### src/rtl/lcdr_pkg.sv
package lcdr_pkg;
   // number of colour channels on the pixel bus (red, green, blue)
   localparam int unsigned NUM_CH = 3;

   // smallest width able to hold the values 0 .. n-1, never below one bit
   function automatic int unsigned idx_width(input int unsigned n);
      return (n <= 2) ? 1 : $clog2(n);
   endfunction
endpackage

### src/rtl/lcdr_axis.sv
module lcdr_axis
   import lcdr_pkg::*;
#(
   parameter int unsigned TOTAL  = 1056,
   parameter int unsigned SYNC   = 20,
   parameter int unsigned START  = 46,
   parameter int unsigned ACTIVE = 800,
   parameter int unsigned PW     = idx_width(ACTIVE)
) (
   input  logic          clk_i,
   input  logic          rst_ni,
   input  logic          adv_i,
   output logic          wrap_o,
   output logic          sync_o,
   output logic          win_o,
   output logic [PW-1:0] pos_o
);
   localparam int unsigned CW   = idx_width(TOTAL);
   localparam int unsigned STOP = START + ACTIVE;

   if (SYNC < 1 || SYNC > START) begin : g_bad_sync
      $error("sync width must be at least 1 and no larger than the start offset");
   end
   if (STOP > TOTAL) begin : g_bad_total
      $error("total period too short for start offset plus active area");
   end

   logic [CW-1:0] cnt_q;

   assign wrap_o = adv_i && (cnt_q == CW'(TOTAL - 1));

   always_ff @(posedge clk_i or negedge rst_ni) begin
      if (!rst_ni)      cnt_q <= '0;
      else if (wrap_o)  cnt_q <= '0;
      else if (adv_i)   cnt_q <= cnt_q + 1'b1;
   end

   assign sync_o = (cnt_q < CW'(SYNC));
   assign win_o  = (cnt_q >= CW'(START)) && (cnt_q < CW'(STOP));
   assign pos_o  = win_o ? PW'(cnt_q - CW'(START)) : '0;

   AST_CNT_IN_RANGE: assert property (@(posedge clk_i) disable iff (!rst_ni)
      cnt_q <= CW'(TOTAL - 1));
   AST_WRAP_TO_ZERO: assert property (@(posedge clk_i) disable iff (!rst_ni)
      wrap_o |=> (cnt_q == '0));
   AST_HOLD_NO_ADV: assert property (@(posedge clk_i) disable iff (!rst_ni)
      !adv_i |=> $stable(cnt_q));
endmodule

### src/rtl/lcdr_out_stage.sv
module lcdr_out_stage
   import lcdr_pkg::*;
#(
   parameter int unsigned CH_W  = 8,
   parameter int unsigned COL_W = 10,
   parameter int unsigned ROW_W = 9
) (
   input  logic                     clk_i,
   input  logic                     rst_ni,
   input  logic                     h_sync_i,
   input  logic                     v_sync_i,
   input  logic                     h_win_i,
   input  logic                     v_win_i,
   input  logic [COL_W-1:0]         col_i,
   input  logic [ROW_W-1:0]         row_i,
   input  logic [NUM_CH*CH_W-1:0]   pix_i,
   output logic                     hsync_no,
   output logic                     vsync_no,
   output logic                     de_o,
   output logic [COL_W-1:0]         col_o,
   output logic [ROW_W-1:0]         row_o,
   output logic [NUM_CH*CH_W-1:0]   rgb_o
);
   logic vis;
   assign vis = h_win_i && v_win_i;

   always_ff @(posedge clk_i or negedge rst_ni) begin
      if (!rst_ni) begin
         hsync_no <= 1'b1;
         vsync_no <= 1'b1;
         de_o     <= 1'b0;
         col_o    <= '0;
         row_o    <= '0;
      end else begin
         hsync_no <= ~h_sync_i;
         vsync_no <= ~v_sync_i;
         de_o     <= vis;
         col_o    <= vis ? col_i : '0;
         row_o    <= vis ? row_i : '0;
      end
   end

   for (genvar c = 0; c < NUM_CH; c++) begin : g_chan
      logic [CH_W-1:0] chan_q;
      always_ff @(posedge clk_i or negedge rst_ni) begin
         if (!rst_ni) chan_q <= '0;
         else         chan_q <= vis ? pix_i[c*CH_W +: CH_W] : '0;
      end
      assign rgb_o[c*CH_W +: CH_W] = chan_q;
   end

   AST_BLANK_IS_BLACK: assert property (@(posedge clk_i) disable iff (!rst_ni)
      !de_o |-> (rgb_o == '0));
   AST_COL_STEPS: assert property (@(posedge clk_i) disable iff (!rst_ni)
      (de_o && $past(de_o)) |-> (col_o == $past(col_o) + 1'b1));
   AST_POS_ZERO_IN_BLANK: assert property (@(posedge clk_i) disable iff (!rst_ni)
      !de_o |-> (col_o == '0 && row_o == '0));
endmodule

### src/rtl/lcdr_raster_gen.sv
module lcdr_raster_gen
   import lcdr_pkg::*;
#(
   parameter int unsigned H_ACTIVE = 800,
   parameter int unsigned H_START  = 46,
   parameter int unsigned H_SYNC   = 20,
   parameter int unsigned H_TOTAL  = 1056,
   parameter int unsigned V_ACTIVE = 480,
   parameter int unsigned V_START  = 23,
   parameter int unsigned V_SYNC   = 10,
   parameter int unsigned V_TOTAL  = 525,
   parameter int unsigned CH_W     = 8,
   parameter int unsigned COL_W    = idx_width(H_ACTIVE),
   parameter int unsigned ROW_W    = idx_width(V_ACTIVE)
) (
   input  logic                   clk_i,
   input  logic                   rst_ni,
   input  logic [NUM_CH*CH_W-1:0] pix_i,
   output logic                   hsync_no,
   output logic                   vsync_no,
   output logic                   de_o,
   output logic [COL_W-1:0]       col_o,
   output logic [ROW_W-1:0]       row_o,
   output logic [NUM_CH*CH_W-1:0] rgb_o
);
   localparam int unsigned H_SYNC_MAX = 40;
   localparam int unsigned V_SYNC_MAX = 20;

   if (H_SYNC > H_SYNC_MAX) begin : g_bad_hsync
      $error("horizontal sync pulse exceeds panel limit");
   end
   if (V_SYNC > V_SYNC_MAX) begin : g_bad_vsync
      $error("vertical sync pulse exceeds panel limit");
   end

   logic             h_wrap, h_sync, h_win;
   logic             v_wrap, v_sync, v_win;
   logic [COL_W-1:0] h_pos;
   logic [ROW_W-1:0] v_pos;

   lcdr_axis #(
      .TOTAL(H_TOTAL), .SYNC(H_SYNC), .START(H_START), .ACTIVE(H_ACTIVE), .PW(COL_W)
   ) i_h_axis (
      .clk_i(clk_i), .rst_ni(rst_ni), .adv_i(1'b1),
      .wrap_o(h_wrap), .sync_o(h_sync), .win_o(h_win), .pos_o(h_pos)
   );

   lcdr_axis #(
      .TOTAL(V_TOTAL), .SYNC(V_SYNC), .START(V_START), .ACTIVE(V_ACTIVE), .PW(ROW_W)
   ) i_v_axis (
      .clk_i(clk_i), .rst_ni(rst_ni), .adv_i(h_wrap),
      .wrap_o(v_wrap), .sync_o(v_sync), .win_o(v_win), .pos_o(v_pos)
   );

   lcdr_out_stage #(
      .CH_W(CH_W), .COL_W(COL_W), .ROW_W(ROW_W)
   ) i_out (
      .clk_i(clk_i), .rst_ni(rst_ni),
      .h_sync_i(h_sync), .v_sync_i(v_sync), .h_win_i(h_win), .v_win_i(v_win),
      .col_i(h_pos), .row_i(v_pos), .pix_i(pix_i),
      .hsync_no(hsync_no), .vsync_no(vsync_no), .de_o(de_o),
      .col_o(col_o), .row_o(row_o), .rgb_o(rgb_o)
   );

   AST_VS_AT_LINE_START: assert property (@(posedge clk_i) disable iff (!rst_ni)
      !$stable(vsync_no) |-> $fell(hsync_no));
   AST_NO_DE_IN_HSYNC: assert property (@(posedge clk_i) disable iff (!rst_ni)
      !hsync_no |-> !de_o);
   AST_NO_DE_IN_VSYNC: assert property (@(posedge clk_i) disable iff (!rst_ni)
      !vsync_no |-> !de_o);
   AST_FRAME_WRAP_ON_LINE: assert property (@(posedge clk_i) disable iff (!rst_ni)
      v_wrap |-> h_wrap);
endmodule

### config.mk
export PLATFORM = sky130hd
export DESIGN_NAME = lcdr_raster_gen
export DESIGN_NICKNAME = d
export VERILOG_FILES = /design/src/rtl/lcdr_pkg.sv /design/src/rtl/lcdr_axis.sv /design/src/rtl/lcdr_out_stage.sv /design/src/rtl/lcdr_raster_gen.sv
export SDC_FILE = /design/constraint.sdc
export NUM_CORES = 1
export LEC_CHECK = 0
export CAP_MARGIN = 20
export CORE_ASPECT_RATIO = 0.8
export CORE_MARGIN = 1
export CORE_UTILIZATION = 30
export CTS_BUF_LIST = sky130_fd_sc_hd__clkbuf_4 sky130_fd_sc_hd__clkbuf_8 sky130_fd_sc_hd__clkbuf_16
export DETAILED_ROUTE_END_ITERATION = 16
export MAX_ROUTING_LAYER = met4
export PLACE_DENSITY = 0.63
export SYNTH_ARGS = -nofsm -noshare
export SYNTH_HDL_FRONTEND = slang
export SYNTH_SLANG_ARGS = --single-unit
### constraint.sdc
create_clock -name clk_i -period 2.3 [get_ports clk_i]
set_input_delay 0.69 -clock clk_i [delete_from_list [all_inputs] [get_ports clk_i]]
set_output_delay 0.69 -clock clk_i [all_outputs]
set_load 0.02 [all_outputs]
# Word-level counts from Yosys, hierarchy flattened
# Index checks and enable logic that the tools add are counted.
classes:
  add_sub_neg: 4
  order_cmp: 6
  n_eq_ne: 2
  n_mux: 10
  n_bitwise: 2
  reduce_logical: 5
op_table:
  columns: ["cell", "n"]
  rows:
  - ["2-to-1 mux 10 bit", 4]
  - ["2-to-1 mux 8 bit", 3]
  - ["2-to-1 mux 9 bit", 2]
  - ["adder 11 x 1 -> 11 bit (second input constant)", 1]
  - ["== test 11 bit (second input constant)", 1]
  - ["greater-or-equal comparator 11 x 6 -> 1 bit (second input constant)", 1]
  - ["less-than comparator 11 x 10 -> 1 bit (second input constant)", 1]
  - ["less-than comparator 11 x 5 -> 1 bit (second input constant)", 1]
  - ["2-to-1 mux 11 bit", 1]
  - ["adder 10 x 1 -> 10 bit (second input constant)", 1]
  - ["== test 10 bit (second input constant)", 1]
  - ["greater-or-equal comparator 10 x 5 -> 1 bit (second input constant)", 1]
  - ["less-than comparator 10 x 4 -> 1 bit (second input constant)", 1]
  - ["less-than comparator 10 x 9 -> 1 bit (second input constant)", 1]
  - ["subtractor 10 x 6 -> 10 bit (second input constant)", 1]
  - ["subtractor 9 x 5 -> 9 bit (second input constant)", 1]
  - ["logical AND 1 bit", 4]
  - ["inverter 1 bit", 2]
  - ["nonzero test 2 bit", 1]
word_totals:
  register_bits: 67
  wordCells: 39

# Depth between registers and ports, before layout
logic_depth:
  word_depth: 4
  mapped_depth: 7
  depth_no_buf: 6

# Hierarchy
# A second synthesis with hierarchy kept.
hier_totals:
  hier_cells: 294
  hier_area_um2: 3238.1
by_module_without_submodules:
  columns: ["module", "n_inst", "cells_each", "area_each_um2", "seq_area_each_um2"]
  rows:
  - ["lcdr_out_stage", 1, 100, 1476.4, 1153.6]
  - ["lcdr_axis (i_h_axis)", 1, 99, 902.1, 275.3]
  - ["lcdr_axis (i_v_axis)", 1, 94, 855.8, 250.2]
  - ["lcdr_raster_gen", 1, 1, 3.8, 0.0]

# Worst setup path before layout
# No wires, ideal clock.
synth_timing:
  kind: "register to register"
  from: "register i_v_axis.cnt_q[0]"
  to: "register i_out.g_chan[2].chan_q[1]"
  t_arrival_ns: 1.650
  path_slack_ns: 0.514
  stages_incl_launch_ff: 8
  period_less_slack_ns: 1.786
  path_cell_list: "dfrtp_1 ha_1 buf_2 a21o_1 a211o_1 nand4_4 buf_6 nor3b_2"
synth_between:
  elab_chain_len: 4
synth_rtl:
  columns: ["item", "line_no", "text"]
  rows:
  - ["start, declared", "lcdr_axis.sv:28", "logic [CW-1:0] cnt_q;"]
  - ["start signal, assigned", "lcdr_axis.sv:35", "else if (adv_i) cnt_q <= cnt_q + 1'b1;"]
  - ["greater-or-equal comparator 10 x 5 -> 1 bit or less-than comparator 10 x 9 -> 1 bit (tied branches)", "lcdr_axis.sv:39", "assign win_o = (cnt_q >= CW'(START)) && (cnt_q < CW'(STOP));"]
  - ["logical AND 1 bit (*)", "lcdr_axis.sv:39", null]
  - ["logical AND 1 bit (*)", "lcdr_out_stage.sv:25", "assign vis = h_win_i && v_win_i;"]
  - ["2-to-1 mux 8 bit (*)", "lcdr_out_stage.sv:47", "else chan_q <= vis ? pix_i[c*CH_W +: CH_W] : '0;"]
  - ["end signal, assigned", "lcdr_out_stage.sv:47", null]
  - ["end, declared", "lcdr_out_stage.sv:44", "logic [CH_W-1:0] chan_q;"]
# Every way passes the cells marked *; elsewhere a longest branch is shown, timed or not.
# A chain may end at the register's enable or synchronous reset.

# Final worst setup path
layout_timing:
  from: "register i_out.hsync_no"
  to: "output hsync_no"
layout_lines:
  columns: ["item", "line_no", "text"]
  rows:
  - ["start, declared", "lcdr_out_stage.sv:17", "output logic hsync_no,"]
  - ["start signal, assigned", "lcdr_out_stage.sv:35", "hsync_no <= ~h_sync_i;"]
  - ["end, declared", "lcdr_raster_gen.sv:19", "output logic hsync_no,"]
# No word-level cell between the ends.

==> results.ini <==
[global_routing]
antenna_found_initial = 0
overflow = 0
grt_pass1_wl_um = 10600
use_met1_pct = 18.3
grt-busiest-layer = met2
grt_max_degree = 68
gr-usage-met3_pct = 4.50
grt_pass1_vias = 2081
grt_use_total_pct = 13.6
grtUsageMet2_pct = 19.5

[yosys]
netlist_area_mm2 = 0.00296
netlist_instances = 248
ys_types = 41
syn-num-nets = 278
synthTopCellsByArea = dfrtp_1 55%, xnor2_1 6.5%, nor3b_2 5.9%, nor3b_1 3.3%, nor3_1 2.5%
synth_seq_cells = 67
yosys_warnings = 0
avgSynthCellArea_um2 = 11.9
synth_area_leader_cell = dfrtp_1
yosysTopAreaCellShare_pct = 55.0
yosysSeqAreaShare_pct = 56.8

[clock_tree]
numCtsBuffers = 9
cts.sinks = 67
root_buffer = clkbuf_16
post_cts_resized = 0
htreeDepth = 3
post_cts_buffers = 0
cts_hold_buf = 0
clock_latency_ps = 330
cts_tree = yes
cts_buffer_depth = 2
path_clk_slew_ps = 60

[placement]
dp_slack_ps = 241
globalplace.congestion = 0.819
dp_cells = 421
port-buffer-count = 71
dp_hpwl_um = 4190

[timing]
rsz0062_at_grt = no
fin_skew_ps = 5.66
clock.fmax_mhz = 467
finalSetupTns_ps = 0
min_period_ps = 2140
fin_ws_ps = 161
period_share_pct = 93.0
hold_viol = 0
setup_viol_count_final = 0
slew_viol_final = 0
worstMarginPinSlew_ps = 454
slew_headroom_pct = 69.7

[detailed_routing]
drtPass1Iterations = 4
drt_iter0_markers = 213
vias = 2038
wl_per_cell_um = 14.4
drc = 0
via_per_inst = 4.66
ant_nets = 0
routed_wl_um = 6300

[critical_path]
cpPeakStageDelay_ps = 610
cp-start-kind = flip-flop
path_buf_inv = 1
required_ps = 1610
crit_fanout = 1
critical_path.cell_chain = clkdlybuf4s50_1
cp-end-kind = output pin
crit_type = flip-flop to output pin
cp_slowest_cell = clkdlybuf4s50_1
arrival_ps = 1450
cpLargestDelayFamily = buffers and inverters

[cells_and_area]
final_cell_mix = 70 x clkdlybuf4s50_1, 65 x dfrtp_1, 22 x xnor2_1
final_common_cell = clkdlybuf4s50_1
nets = 343
antenna_cells = 0
num-fill-cells = 902
final_cells = 437
drive_gt1_share_pct = 13.5
area_growth_pct = 37.3

[floorplan]
die_x_um = 113
initial_utilization_pct = 30.8
rows = 32
chipHeight_um = 90.8
io_pins = 72
die_area_mm2 = 0.0103
core_area_mm2 = 0.00961

[outcome]
status = complete, no violations

[power_and_ir_drop]
p_leak_nw = 1.71
ir_drop_mv = 0.360
power_mw = 2.63
p_per_area_mw_per_mm2 = 647

[hold_path]
hp-class = input pin to asynchronous set/reset pin

[job]
cap_violations = 0

Yosys cell counts:
| library cell | number |
|---|---|
| dfstp_2 | 2 |
| a2111oi_0 | 1 |
| a211o_1 | 2 |
| nor3b_1 | 13 |
| nor2_1 | 13 |
| inv_1 | 6 |
| dfrtp_1 | 65 |
| nor4b_1 | 1 |
| and3_1 | 3 |
| xor2_1 | 2 |
| nor3_1 | 15 |
| a211oi_2 | 1 |
| nand4b_1 | 2 |
| nand4_4 | 1 |
| o21ai_1 | 1 |
| ha_1 | 4 |
| nor2b_1 | 1 |
| nand2_1 | 6 |
| a31oi_1 | 2 |
| buf_2 | 9 |
| nand3_1 | 7 |
| nand4_1 | 8 |
| clkbuf_2 | 1 |
| or3_1 | 2 |
| o32ai_1 | 1 |
| buf_6 | 5 |
| nor4_1 | 2 |
| and4_1 | 5 |
| buf_4 | 1 |
| o21ai_0 | 5 |
| and2_1 | 3 |
| a31o_2 | 1 |
| buf_1 | 1 |
| clkbuf_1 | 6 |
| xnor2_1 | 22 |
| nor3b_2 | 14 |
| a21oi_1 | 6 |
| nand2b_1 | 2 |
| mux2i_1 | 2 |
| a21boi_0 | 2 |
| a21o_1 | 2 |
area by class of cell:
class	instances	area, um2	area share, %
sequential	67	1680	41.4
multi-input combinational	152	1120	27.5
timing repair buffer	77	788	19.4
clock buffer	10	239	5.89
tap	119	149	3.67
clock inverter	6	65.1	1.60
inverter	6	22.5	0.555
final timing paths:
| kind | from | to | cells after the start | slack [ps] |
|---|---|---|---|---|
| setup / recovery | i_out.hsync_no | hsync_no | 1 | 160 |
| max in group asynchronous | rst_ni | i_out.hsync_no | 2 | 1590 |
| hold reg to reg | i_v_axis.cnt_q[9] | i_v_axis.cnt_q[9] | 1 | 530 |
| setup reg to reg | i_v_axis.cnt_q[0] | i_out.col_o[8] | 6 | 240 |
| min in group clk_i | i_v_axis.cnt_q[9] | i_v_axis.cnt_q[9] | 1 | 530 |
| hold / removal | rst_ni | i_out.g_chan[1].chan_q[1] | 2 | 370 |
flip-flops by register name, summed over array words and instances (netlist names):
| register | cells |
|---|---|
| i_out.col_o | 10 |
| i_out.de_o | 1 |
| i_out.hsync_no | 1 |
| i_out.g_chan.chan_q | 24 |
| i_out.vsync_no | 1 |
| i_v_axis.cnt_q | 10 |
| i_out.row_o | 9 |
| i_h_axis.cnt_q | 11 |
metrics by stage:
step	util (%)	hold slack [ps]	area, um2
4_1_cts	42.3	387	4060
5_1_grt	42.3	410	4060
3_3_place_gp	39.1	512	3760
2_1_floorplan	-	394	2960
3_5_place_dp	39.1	522	3760
6_report	42.3	373	4060
per-layer routing:
layer  wire length (um)  share of wire [%]
met1               3040                 48
met2               2750                 44
met3                435                6.9
met4                 68                1.1
met5                  0                  0
worst reg2reg max path, stage by stage (launching register included):
cell and delay, ps:
dfrtp_1 430, ha_1 320, a21o_1 280, a211o_1 360, nand4_4 210, buf_12 240
nor3_1 90
power by group:
group,switching (mW),leakage [nW],internal [mW]
combinational,0.0282,0.651,0.0458
clock,0.506,0.148,0.867
sequential,0,0.915,1.18
logic make-up (layout without fill, tap and decap cells):
| family | Yosys count | after routing | share of synthesized area (%) |
|---|---|---|---|
| buffers and inverters | 29 | 99 | 5.50 |
| DFF | 67 | 67 | 56.8 |
| adders and majority gates | 4 | 4 | 1.69 |
| xor gates and xnor gates | 24 | 24 | 7.11 |
| AOI/OAI and AO/OA | 24 | 24 | 5.37 |
| muxes | 2 | 2 | 0.677 |
| and+or+nand+nor | 98 | 98 | 22.9 |
(Power assumes the default switching activity.)
